<file path="src/rtl/dws_pkg.sv">
package dws_pkg;

  typedef enum logic [1:0] {
    PH_IDLE    = 2'd0,
    PH_DRIVE   = 2'd1,
    PH_RECOVER = 2'd2
  } phase_e;

  // strobes from the sequencer to the datapath, valid for the coming edge
  typedef struct packed {
    logic driveLoad;  // digit drivers follow data at this edge
    logic senseOk;    // sense paths may open at this edge
  } strobes_t;

endpackage

</file>
<file path="src/rtl/dws_ctrl.sv">
module dws_ctrl
  import dws_pkg::*;
#(
  parameter int NUM_HALVES   = 2,
  parameter int RECOV_CYCLES = 4,
  parameter int SENSE_DELAY  = 3,
  parameter bit USE_EXT_DONE = 1'b1
) (
  input  logic                  clk,
  input  logic                  rstN,
  input  logic                  writeEnN,
  input  logic                  recovDone,
  input  logic [NUM_HALVES-1:0] halfEn,
  input  logic [NUM_HALVES-1:0] senseEnQ,
  output strobes_t              strobes,
  output logic                  recovOn,
  output logic                  readValid
);

  localparam int REC_W = (RECOV_CYCLES > 1) ? $clog2(RECOV_CYCLES) : 1;
  localparam int SEN_W = (SENSE_DELAY > 0) ? $clog2(SENSE_DELAY + 1) : 1;
  localparam logic [REC_W-1:0] REC_LOAD = REC_W'(RECOV_CYCLES - 1);
  localparam logic [SEN_W-1:0] SEN_TOP  = SEN_W'(SENSE_DELAY);

  phase_e              phase, phaseNext;
  logic                weQ;
  logic                weFall;
  logic                recFlag;
  logic                extDone;
  logic                doneHit;
  logic [REC_W-1:0]    recCnt;
  logic [SEN_W-1:0]    senCnt;
  logic [NUM_HALVES-1:0] senseNext;

  // external completion is an optional variant
  generate
    if (USE_EXT_DONE) begin : g_extDone
      assign extDone = recovDone;
    end else begin : g_cntOnly
      assign extDone = 1'b0;
    end
  endgenerate

  assign weFall  = weQ & ~writeEnN;
  assign doneHit = (recCnt == '0) | extDone;

  always_comb begin
    phaseNext = phase;
    unique case (phase)
      PH_IDLE:    if (!writeEnN) phaseNext = PH_DRIVE;
      PH_DRIVE:   if (writeEnN)  phaseNext = recFlag ? PH_RECOVER : PH_IDLE;
      PH_RECOVER: begin
        if (!writeEnN)    phaseNext = PH_DRIVE;
        else if (doneHit) phaseNext = PH_IDLE;
      end
      default:    phaseNext = PH_IDLE;
    endcase
  end

  always_ff @(posedge clk) begin
    if (!rstN) begin
      phase   <= PH_IDLE;
      weQ     <= 1'b1;
      recFlag <= 1'b0;
      recCnt  <= '0;
    end else begin
      phase <= phaseNext;
      weQ   <= writeEnN;
      // recovery flip-flop: set by the leading edge, cleared on completion
      if (weFall)
        recFlag <= 1'b1;
      else if (phase == PH_RECOVER && writeEnN && doneHit)
        recFlag <= 1'b0;
      if (phase != PH_RECOVER && phaseNext == PH_RECOVER)
        recCnt <= REC_LOAD;
      else if (phase == PH_RECOVER && recCnt != '0)
        recCnt <= recCnt - 1'b1;
    end
  end

  assign strobes.driveLoad = (phaseNext == PH_DRIVE);
  assign strobes.senseOk   = (phaseNext == PH_IDLE);
  assign recovOn           = (phase == PH_RECOVER);

  // settling delay of the sense path
  assign senseNext = strobes.senseOk ? halfEn : '0;

  always_ff @(posedge clk) begin
    if (!rstN)
      senCnt <= '0;
    else if (senseNext == '0 || senseNext != senseEnQ)
      senCnt <= '0;
    else if (senCnt != SEN_TOP)
      senCnt <= senCnt + 1'b1;
  end

  assign readValid = (senCnt == SEN_TOP) && (senseEnQ != '0);

endmodule

</file>
<file path="src/rtl/dws_datapath.sv">
module dws_datapath
  import dws_pkg::*;
#(
  parameter int HALF_BITS   = 4,
  parameter int NUM_HALVES  = 2,
  parameter int EN_PER_HALF = 2
) (
  input  logic                             clk,
  input  logic                             rstN,
  input  logic [HALF_BITS*NUM_HALVES-1:0]   dataIn,
  input  logic [EN_PER_HALF*NUM_HALVES-1:0] dataEnN,
  input  logic [HALF_BITS*NUM_HALVES-1:0]   senseIn,
  input  strobes_t                         strobes,
  output logic [NUM_HALVES-1:0]            halfEn,
  output logic [HALF_BITS*NUM_HALVES-1:0]   driveTrue,
  output logic [HALF_BITS*NUM_HALVES-1:0]   driveComp,
  output logic [NUM_HALVES-1:0]            senseEn,
  output logic [HALF_BITS*NUM_HALVES-1:0]   dataOut
);

  generate
    for (genvar h = 0; h < NUM_HALVES; h++) begin : g_half
      logic [HALF_BITS-1:0] dSlice;
      logic                 driveHere;
      logic                 senseHere;

      // coincidence of all low enables opens the half
      assign halfEn[h]  = &(~dataEnN[h*EN_PER_HALF +: EN_PER_HALF]);
      assign dSlice     = dataIn[h*HALF_BITS +: HALF_BITS];
      assign driveHere  = strobes.driveLoad & halfEn[h];
      assign senseHere  = strobes.senseOk & halfEn[h];

      always_ff @(posedge clk) begin
        if (!rstN) begin
          driveTrue[h*HALF_BITS +: HALF_BITS] <= '0;
          driveComp[h*HALF_BITS +: HALF_BITS] <= '0;
          senseEn[h]                          <= 1'b0;
          dataOut[h*HALF_BITS +: HALF_BITS]   <= '0;
        end else begin
          driveTrue[h*HALF_BITS +: HALF_BITS] <= driveHere ? dSlice  : '0;
          driveComp[h*HALF_BITS +: HALF_BITS] <= driveHere ? ~dSlice : '0;
          senseEn[h]                          <= senseHere;
          dataOut[h*HALF_BITS +: HALF_BITS]   <=
            senseHere ? senseIn[h*HALF_BITS +: HALF_BITS] : '0;
        end
      end
    end
  endgenerate

endmodule

</file>
<file path="src/rtl/digit_write_seq.sv">
module digit_write_seq
  import dws_pkg::*;
#(
  parameter int HALF_BITS    = 4,
  parameter int NUM_HALVES   = 2,
  parameter int EN_PER_HALF  = 2,
  parameter int RECOV_CYCLES = 4,
  parameter int SENSE_DELAY  = 3,
  parameter bit USE_EXT_DONE = 1'b1
) (
  input  logic                             clk,
  input  logic                             rstN,
  input  logic [HALF_BITS*NUM_HALVES-1:0]   dataIn,
  input  logic [EN_PER_HALF*NUM_HALVES-1:0] dataEnN,
  input  logic                             writeEnN,
  input  logic                             recovDone,
  input  logic [HALF_BITS*NUM_HALVES-1:0]   senseIn,
  output logic [HALF_BITS*NUM_HALVES-1:0]   driveTrue,
  output logic [HALF_BITS*NUM_HALVES-1:0]   driveComp,
  output logic                             recovOn,
  output logic [NUM_HALVES-1:0]            senseEn,
  output logic [HALF_BITS*NUM_HALVES-1:0]   dataOut,
  output logic                             readValid
);

  strobes_t              strobes;
  logic [NUM_HALVES-1:0] halfEn;

  dws_ctrl #(
    .NUM_HALVES   (NUM_HALVES),
    .RECOV_CYCLES (RECOV_CYCLES),
    .SENSE_DELAY  (SENSE_DELAY),
    .USE_EXT_DONE (USE_EXT_DONE)
  ) u_ctrl (
    .clk       (clk),
    .rstN      (rstN),
    .writeEnN  (writeEnN),
    .recovDone (recovDone),
    .halfEn    (halfEn),
    .senseEnQ  (senseEn),
    .strobes   (strobes),
    .recovOn   (recovOn),
    .readValid (readValid)
  );

  dws_datapath #(
    .HALF_BITS   (HALF_BITS),
    .NUM_HALVES  (NUM_HALVES),
    .EN_PER_HALF (EN_PER_HALF)
  ) u_dp (
    .clk       (clk),
    .rstN      (rstN),
    .dataIn    (dataIn),
    .dataEnN   (dataEnN),
    .senseIn   (senseIn),
    .strobes   (strobes),
    .halfEn    (halfEn),
    .driveTrue (driveTrue),
    .driveComp (driveComp),
    .senseEn   (senseEn),
    .dataOut   (dataOut)
  );

endmodule

</file>
<file path="config.mk">
export PLATFORM = sky130hd
export DESIGN_NAME = digit_write_seq
export DESIGN_NICKNAME = d
export VERILOG_FILES = /design/src/rtl/dws_pkg.sv /design/src/rtl/dws_ctrl.sv /design/src/rtl/dws_datapath.sv /design/src/rtl/digit_write_seq.sv
export SDC_FILE = /design/constraint.sdc
export NUM_CORES = 1
export LEC_CHECK = 0
export ABC_AREA = 0
export CAP_MARGIN = 20
export CORE_UTILIZATION = 38
export CTS_BUF_LIST = sky130_fd_sc_hd__clkbuf_8
export CTS_CLUSTER_DIAMETER = 40
export DETAILED_ROUTE_END_ITERATION = 8
export GPL_TIMING_DRIVEN = 0
export PLACE_DENSITY_LB_ADDON = 0.05
export SYNTH_ARGS = -nofsm -noshare
export SYNTH_HDL_FRONTEND = slang
export SYNTH_SLANG_ARGS = --single-unit
</file>
<file path="constraint.sdc">
create_clock -name clk -period 1.81 [get_ports clk]
set_input_delay 0.2715 -clock clk [delete_from_list [all_inputs] [get_ports clk]]
set_output_delay 0.2715 -clock clk [all_outputs]
set_load 0.01 [all_outputs]
</file>
Yosys cells after proc, flatten, opt, wreduce, memory -nomap -nowiden
Index checks and enable logic that the tools add are counted.
- bits in registers: 34
- memories kept: 0
- output and inout port bits: 28
- bits in writable memories: 0
- bits in latches: 0
- bits in read-only memories: 0
- input port bits: 24
- div/mod/pow operators: 0
- magnitude comparators: 0
- muxes and demuxes: 11
- add/sub/neg operators: 2
- bitwise operators: 12
- shifts and indexed selects: 0
- reduce and logical (&&, ||, !) cells: 21
- multiply operators: 0
- equal/unequal tests: 8
- operators with widths (kind ; count):
    2-bit two-way mux ; 8
    2-bit AND reduction ; 6
    2-bit logical NOT ; 4
    4-bit inverter ; 2
    2-bit nonzero test ; 4
    2-bit == test (second input constant) ; 3
    2-bit case mux with 3 select lines ; 1
    1-bit bitwise AND ; 5
    1-bit logical AND ; 5
    2-bit by 1-bit == test with 1-bit output (second input constant) ; 2
    2-bit != test (second input constant) ; 2
    2-bit inverter ; 2
    2-bit by 1-bit adder with 2-bit output (second input constant) ; 1
    1-bit two-way mux ; 2
    2-bit != test ; 1
    1-bit inverter ; 2
    2-bit OR reduction ; 1
    2-bit by 1-bit subtractor with 2-bit output (second input constant) ; 1
    1-bit logical OR ; 1
    1-bit OR ; 1

Longest topological paths before layout
Gate-level depths: netlist of run 1.
- word-level depth: 10
- gate-level depth with buffers: 6

Modules after synthesis
A second synthesis of run 1 with hierarchy kept.
- cells, all modules: 103
- area total of the unflattened synthesis: 1181.1 µm²
- by module, submodules not included (module ; area an instance (µm²) ; instances ; sequential area each (µm²) ; cells an instance):
    dws_datapath ; 730.7 ; 1 ; 520.5 ; 58
    dws_ctrl ; 450.4 ; 1 ; 160.2 ; 45

Least setup slack after synthesis of run 1
OpenSTA, ideal clock, no wires.
- kind: reg2reg
- from: register u_ctrl.recCnt[0]
- to: register u_dp.dataOut[2]
- path buffers: 1
- path slack: 0.549 ns
- data arrival time: 1.146 ns
- setup time: 0.115 ns
- period minus slack after synthesis: 1.261 ns
- required time: 1.695 ns
- stages on the path, launching flop included: 7
- cells stage by stage: dfxtp_1 -> inv_1 -> ha_1 -> nor2_1 -> a211oi_2 -> buf_4 -> and3_1
- longest elaborated chain between the ends: 8
- ends and longest elaborated chain (item ; line ; text):
    from (decl) ; dws_ctrl.sv:31 ; logic [REC_W-1:0] recCnt;
    from (signal assigned) ; dws_ctrl.sv:77 ; recCnt <= recCnt - 1'b1;
    2-bit logical NOT ; dws_ctrl.sv:45 ; assign doneHit = (recCnt == '0) | extDone;
    1-bit OR ; dws_ctrl.sv:45 ;
    2-bit two-way mux ; dws_ctrl.sv:54 ; else if (doneHit) phaseNext = PH_IDLE;
    2-bit two-way mux ; dws_ctrl.sv:53 ; if (!writeEnN) phaseNext = PH_DRIVE;
    2-bit case mux with 3 select lines ; dws_ctrl.sv:49 ; unique case (phase)
    2-bit logical NOT ; dws_ctrl.sv:82 ; assign strobes.senseOk = (phaseNext == PH_IDLE);
    1-bit bitwise AND ; dws_datapath.sv:31 ; assign senseHere = strobes.senseOk & halfEn[h];
    2-bit AND reduction (no source line) ; n/a ;
    to (signal, indexed assignment) ; dws_datapath.sv:43 ; dataOut[h*HALF_BITS +: HALF_BITS] <=
    to (decl) ; dws_datapath.sv:18 ; output logic [HALF_BITS*NUM_HALVES-1:0] dataOut
Every way passes these cells.
A chain may end at the register's enable or synchronous reset.

Worst setup path after layout of run 1
- from: register u_ctrl.senCnt[0]
- to: output port readValid
- longest elaborated chain between the ends: 2
- ends and longest elaborated chain (item ; line ; text):
    from (decl) ; dws_ctrl.sv:32 ; logic [SEN_W-1:0] senCnt;
    from (signal assigned) ; dws_ctrl.sv:94 ; senCnt <= senCnt + 1'b1;
    2-bit == test ; dws_ctrl.sv:97 ; assign readValid = (senCnt == SEN_TOP) && (senseEnQ != '0);
    1-bit logical AND ; dws_ctrl.sv:97 ;
    to (decl) ; digit_write_seq.sv:23 ; output logic readValid
Every way passes these cells.

==> out/qor.txt, run 1 <==
Outcome: finished clean
Post-synthesis instance total: 101
Compound-cell area share of the yosys netlist: 7.42%
Main combinational cell family by area after synthesis: simple AND/OR/NAND/NOR gates
Reg2Reg Setup Slack: 400 ps
Total gr overflow: 0
Drt wl/cell: 11.8 microns
Number of routed nets with antenna violations: 0
H-Tree Depth: 2
Initial core utilization: 40.1%
Worst-Margin Slew: 342 ps
Final Power: 0.00142 W
Max Root-Sink Buffers: 2
Sequential-to-total area share from yosys stat: 62.1%
Crit path DAT: 1480 ps
CTS sink count: 34
VDD IR max: 0.733 mV
Startpoint Class: flip-flop
R2r endpoint: u_dp.dataOut[3]
Final setup viols: 0
Hold Vio Cnt, Final: 0
Distinct cell type count after synthesis: 27
Mean Syn Cell Area: 10.9 sq um
Reg2reg start: u_ctrl.recCnt[0]
# diodes: 0
XOR/XNOR Fraction of Synth Area: 2.40%
Synthesized Nets: 127
Worst setup path endpoint: readValid
Synth area leader: dfxtp_1
Largest net degree at the start of global routing: 11
Max-slew headroom: 77.2%
First DRT Iteration DRCs: 6
Final #Nets: 185
TritonCTS clock tree: done
Drt pass-1 iters: 4
Vias: 896
Top-level I/O count: 52
Synthesis-to-layout area growth: 59.2%
Critical-path cell list: ha_4 -> o21a_1 -> clkdlybuf4s50_1
Number of global-route vias before repair: 913
Count leader, synth: dfxtp_1
Slowest CP cell: clkdlybuf4s50_1
Top cells by area, synth: dfxtp_1 62%, and3_1 9.1%, nor2_1 3.8%
Worst Hold Class: flip-flop to flip-flop
Mux cell area share after synthesis: 0.913%
Synthesis warning total: 0
Ys async rst share: 0%
Gr usage total: 16.5%
WS Path Type: flip-flop to output port
Top post-synthesis cells by count: 34 x dfxtp_1, 16 x and3_1, 11 x nor2_1
Min cycle time layout: 1750 ps
Setup repair after global routing missed its margin: no
Yosys reg bits: 34
Synth top area share: 62.1%
Critical Path RT: 1540 ps
Setup TNS Final: 0 ps
Global-route wire length before repair: 3.91 mm
Crit. Startpoint: u_ctrl.senCnt[0]
Via/cell ratio: 4.74
Simple-Gate Fraction of Synth Area: 22.4%
Worst Setup End Kind: output port
Initial antenna violation count: 0
Post-CTS Setup Bufs: 0
Synth Area in Adders: 2.28%
Root buf cell: clkbuf_8
Worst clock skew: 4.53 ps
GPL Wtd Cong: 0.691
Synth Flop Type: dfxtp_1
Post-DP Area: 1650 sq um
Crit path max fanout: 3
Pwr/cell area: 812 nW/um^2
Die height: 55.7 microns
Share of layout cells above drive strength 1: 7.59%
IO Port Bufs: 51
TritonCTS buffer count: 5
Design Area, Final: 1750 sq um
Peak Freq: 0.572 GHz
Period utilisation layout: 96.6%
Number of max-cap violations: 0
Post-synthesis cell area: 1100 sq um
Largest stage delay on the critical path: 530 ps
Core Region: 2730 sq um
Clk_lat worst skew: 280 ps
Post-synth EDFFs: 0
Rows: 19
Pleak: 0.705 nW
Min Hold Slack: 465 ps
DRC violations left: 0
Total die area: 3100 sq um
Die X-Extent: 55.7 microns
Total routed wirelength: 2.22 mm
CTS clk-pin slew, worst paths: 60 ps
Post-DP HPWL: 1.69 mm
Pins Over Slew Limit: 0
Depth of the most critical reg-to-reg path: 6
-- cell families after synthesis --
group           after synthesis
buf+inv                       6
flops                        34
simple gates                 43
mux                           1
compound gates               12
xor+xnor                      3
fa+ha+maj                     2
-- worst min path at each step --
| stage | slack (ps) | cells past startpoint | start | endpoint |
|---|---|---|---|---|
| 3_5_place_dp | 460 | 2 | u_ctrl.weQ | u_ctrl.recFlag |
| 6_report | 470 | 2 | u_ctrl.weQ | u_ctrl.recFlag |
| 2_1_floorplan | 340 | 1 | dataIn[0] | u_dp.driveComp[0] |
| 3_3_place_gp | 440 | 2 | u_ctrl.weQ | u_ctrl.recFlag |
| 5_1_grt | 500 | 2 | u_ctrl.weQ | u_ctrl.recFlag |
| 4_1_cts | 470 | 2 | u_ctrl.weQ | u_ctrl.recFlag |
-- per-layer routing --
metal / wire (microns) / global-route usage (%)
met3: 162 / 6.28
met4: 49 / 9.64
met1: 953 / 17.8
met5: 0 / 0
met2: 1060 / 27.4
-- power breakdown --
group	switching (W)	total, W	internal [W]
Combinational	0.0000416	0.000117	0.0000756
Clock	0.000236	0.000529	0.000293
Sequential	0.00000816	0.000771	0.000763
-- flip-flops by register name (all words and copies together), names as in the netlist --
name / flops
u_dp.dataOut: 8
u_ctrl.recCnt: 2
u_dp.driveComp: 8
u_ctrl.phase: 2
u_ctrl.senCnt: 2
u_ctrl.weQ: 1
u_ctrl.recFlag: 1
u_dp.driveTrue: 8
u_dp.senseEn: 2
-- what timing repair did --
item	CTS	global route
endpoints found under the setup margin	1	2
hold buffers	0	0
resized for setup	1	2
pin swaps	0	1
-- cell usage in the layout (no fill, tap or decap) --
cell	synthesis	routed
a211oi_2	1	1
a21boi_0	4	4
a21oi_1	2	2
a31oi_1	1	1
and2_1	2	2
and3_1	16	16
buf_2	1	1
buf_4	1	1
clkbuf_1	2	2
clkbuf_8	0	6
clkdlybuf4s50_1	0	51
dfxtp_1	34	34
ha_1	2	1
ha_4	0	1
inv_1	2	2
mux2i_1	1	1
nand2_1	5	5
nand2b_1	2	2
nand3_1	1	1
nand4b_1	1	1
nor2_1	11	11
nor2b_4	0	1
nor3b_1	2	2
nor3b_2	1	1
nor4bb_1	1	1
o21a_1	1	1
o21ai_0	2	2
o21ai_1	1	1
xnor2_1	2	2
xor2_1	1	1
-- critical path, delay by kind of cell (launching register included) --
kind	cells	cell delay, ps
buffers and inverters	1	530
DFF	1	380
adders and majority gates	1	170
AOI/OAI and AO/OA	1	120
-- layout make-up --
class	count	area, sq um
Multi-Input combinational cell	61	405
Fill cell	226	988
Sequential cell	34	681
Inverter	2	7.51
Buffer	4	20.0
Clock buffer	6	82.6
Timing Repair Buffer	51	510
Tap cell	31	38.8
-- per-stage QoR --
step	util (%)	instances	setup slack, ps
2_1_floorplan	-	101	549
3_3_place_gp	60.2	183	155
3_5_place_dp	60.2	183	113
4_1_cts	63.3	189	7.66
5_1_grt	63.8	189	9.32
6_report	63.8	189	61.8
Note: power is estimated with default switching activity, not from simulation.
==> run 2: changes to the inputs <==
--- a/config.mk
+++ b/config.mk
@@ -13,6 +13,7 @@
 export DETAILED_ROUTE_END_ITERATION = 8
 export GPL_TIMING_DRIVEN = 0
 export PLACE_DENSITY_LB_ADDON = 0.05
+export SKIP_LAST_GASP = 1
 export SYNTH_ARGS = -nofsm -noshare
 export SYNTH_HDL_FRONTEND = slang
 export SYNTH_SLANG_ARGS = --single-unit
==> results of run 2 <==
The final DEF is identical to that of run 1; final timing and power are the same.
==> run 3: changes to the inputs <==
==> constraint.sdc (replaced) <==
create_clock -name clk -period 1.95 [get_ports clk]
set_input_delay 0.2925 -clock clk [delete_from_list [all_inputs] [get_ports clk]]
set_output_delay 0.2925 -clock clk [all_outputs]
set_load 0.01 [all_outputs]
==> out/qor.txt, run 3 (same netlist as run 1, synthesis figures left out) <==
Number of max-cap violations: 0 (unchanged)
Post-DP HPWL: 1.69 mm (unchanged)
VDD IR max: 0.680 mV (was 0.733 mV)
# diodes: 0 (unchanged)
Drt wl/cell: 11.7 microns (was 11.8 microns)
Pwr/cell area: 761 nW/um^2 (was 812 nW/um^2)
Most frequent cells in the layout: 51 x clkdlybuf4s50_1, 34 x dfxtp_1, 16 x and3_1, 11 x nor2_1, 6 x clkbuf_8 (unchanged)
Total die area: 3100 sq um (unchanged)
Drt pass-1 iters: 4 (unchanged)
Number of global-route vias before repair: 913 (unchanged)
Outcome: finished clean (unchanged)
H-Tree Depth: 2 (unchanged)
Root buf cell: clkbuf_8 (unchanged)
TritonCTS buffer count: 5 (unchanged)
Pins Over Slew Limit: 0 (unchanged)
Period utilisation layout: 93.6%
Setup WS pre-CTS: 232 ps (was 113 ps)
Buf/Inv on CP: 1 (unchanged)
TritonCTS clock tree: done (unchanged)
Worst-Margin Slew: 340 ps (was 342 ps)
Min setup slack post-route: 125 ps (was 61.8 ps)
Final setup viols: 0 (unchanged)
Reg area: 681 sq um (unchanged)
Largest net degree at the start of global routing: 11 (unchanged)
CTS resizes: 0 (was 1)
Setup repair after global routing missed its margin: no (unchanged)
Critical Path RT: 1660 ps (was 1540 ps)
Setup TNS Final: 0 ps (unchanged)
First DRT Iteration DRCs: 6 (unchanged)
Peak Freq: 0.548 GHz
Die X-Extent: 55.7 microns (unchanged)
Worst Setup End Kind: output port (unchanged)
Worst clock skew: 4.51 ps (was 4.53 ps)
Slowest CP cell: clkdlybuf4s50_1 (unchanged)
Largest stage delay on the critical path: 530 ps (about the same)
Most common cell after layout, fill and taps aside: clkdlybuf4s50_1 (unchanged)
Final #Nets: 185 (unchanged)
Global-route wire length before repair: 3.91 mm (unchanged)
Via/cell ratio: 4.73 (was 4.74)
Top-level I/O count: 52 (unchanged)
DRC violations left: 0 (unchanged)
Core Region: 2730 sq um (unchanged)
Worst Hold Class: flip-flop to flip-flop (unchanged)
Initial antenna violation count: 0 (unchanged)
Number of hold buffers added after cts: 0 (unchanged)
Synthesis-to-layout area growth: 57.6% (was 59.2%)
Final Power: 0.00132 W (was 0.00142 W)
Pleak: 0.707 nW (was 0.705 nW)
GPL Wtd Cong: 0.691 (unchanged)
Area of the multi-input gates: 388 sq um (was 405 sq um)
Die height: 55.7 microns (unchanged)
Min Hold Slack: 465 ps (about the same)
WS Path Type: flip-flop to output port (unchanged)
Clk_lat worst skew: 280 ps (about the same)
Post-CTS Setup Bufs: 0 (unchanged)
Final core occ: 63.2% (was 63.8%)
Startpoint Class: flip-flop (unchanged)
IO Port Bufs: 51 (unchanged)
Rows: 19 (unchanged)
CTS clk-pin slew, worst paths: 60 ps (about the same)
Hold Vio Cnt, Final: 0 (unchanged)
Min cycle time layout: 1830 ps
Max-slew headroom: 77.3% (was 77.2%)
CTS sink count: 34 (unchanged)
Share of layout cells above drive strength 1: 6.96% (was 7.59%)
Total routed wirelength: 2.22 mm (about the same)
Number of routed nets with antenna violations: 0 (unchanged)
Total gr overflow: 0 (unchanged)
Max Root-Sink Buffers: 2 (unchanged)
Critical-path cell list: ha_1 -> o21a_1 -> clkdlybuf4s50_1 (was ha_4 -> o21a_1 -> clkdlybuf4s50_1)
Crit path max fanout: 3 (unchanged)
Top delay family on crit path: buffers and inverters (unchanged)
Gr usage total: 16.5% (unchanged)
Top flop regs: u_dp.dataOut (8), u_dp.driveComp (8), u_dp.driveTrue (8) (unchanged)
Initial core utilization: 40.1% (unchanged)
# fillers: 228 (was 226)
Vias: 894 (was 896)
Reg2Reg Setup Slack: 540 ps (was 400 ps)
Crit path DAT: 1530 ps (was 1480 ps)
==> run 3: final timing paths <==
| path | start | end | depth (start not counted) |
|---|---|---|---|
| max | u_ctrl.senCnt[0] | readValid | 3 |
| min | u_ctrl.weQ | u_ctrl.recFlag | 2 |
| max reg2reg | u_ctrl.recCnt[0] | u_dp.dataOut[3] | 6 |
| min reg2reg | u_ctrl.weQ | u_ctrl.recFlag | 2 |
==> run 3: layout make-up <==
cell class	instances	area share (%)
buffer	4	1.16
clock buffer	6	4.78
inverter	2	0.434
multi-input combinational	61	22.4
sequential	34	39.4
tap	31	2.24
timing repair buffer	51	29.5
==> run 3: metal layers <==
layer  up-vias  GRT usage, %  part of all wire [%]
met3         5          6.28                   7.4
met2        37          27.4                    48
met1       400          17.8                    43
met4         0          9.64                   2.2
met5         -             0                     0
li1        452             -                     -
==> run 3: per-stage QoR <==
step,instance area (sq um),instances
finish,1730,189
detailed placement,1650,183
global route,1730,189
floorplan,1100,101
CTS,1730,189
global placement,1650,183
==> run 3: report_power, final <==
part | switching [W] | total, W | internal [W]
logic | 0.0000386 | 0.000109 | 0.0000700
registers | 0.00000716 | 0.000716 | 0.000708
clock network | 0.000219 | 0.000491 | 0.000272
total | 0.000265 | 0.00132 | 0.00105
==> run 3: worst reg2reg max path, cell delays in order (launching register included) <==
cell and delay (ps):
dfxtp_1 340, inv_1 50, ha_1 220, nor2_1 240, a211oi_2 130, buf_4 170
and3_1 160
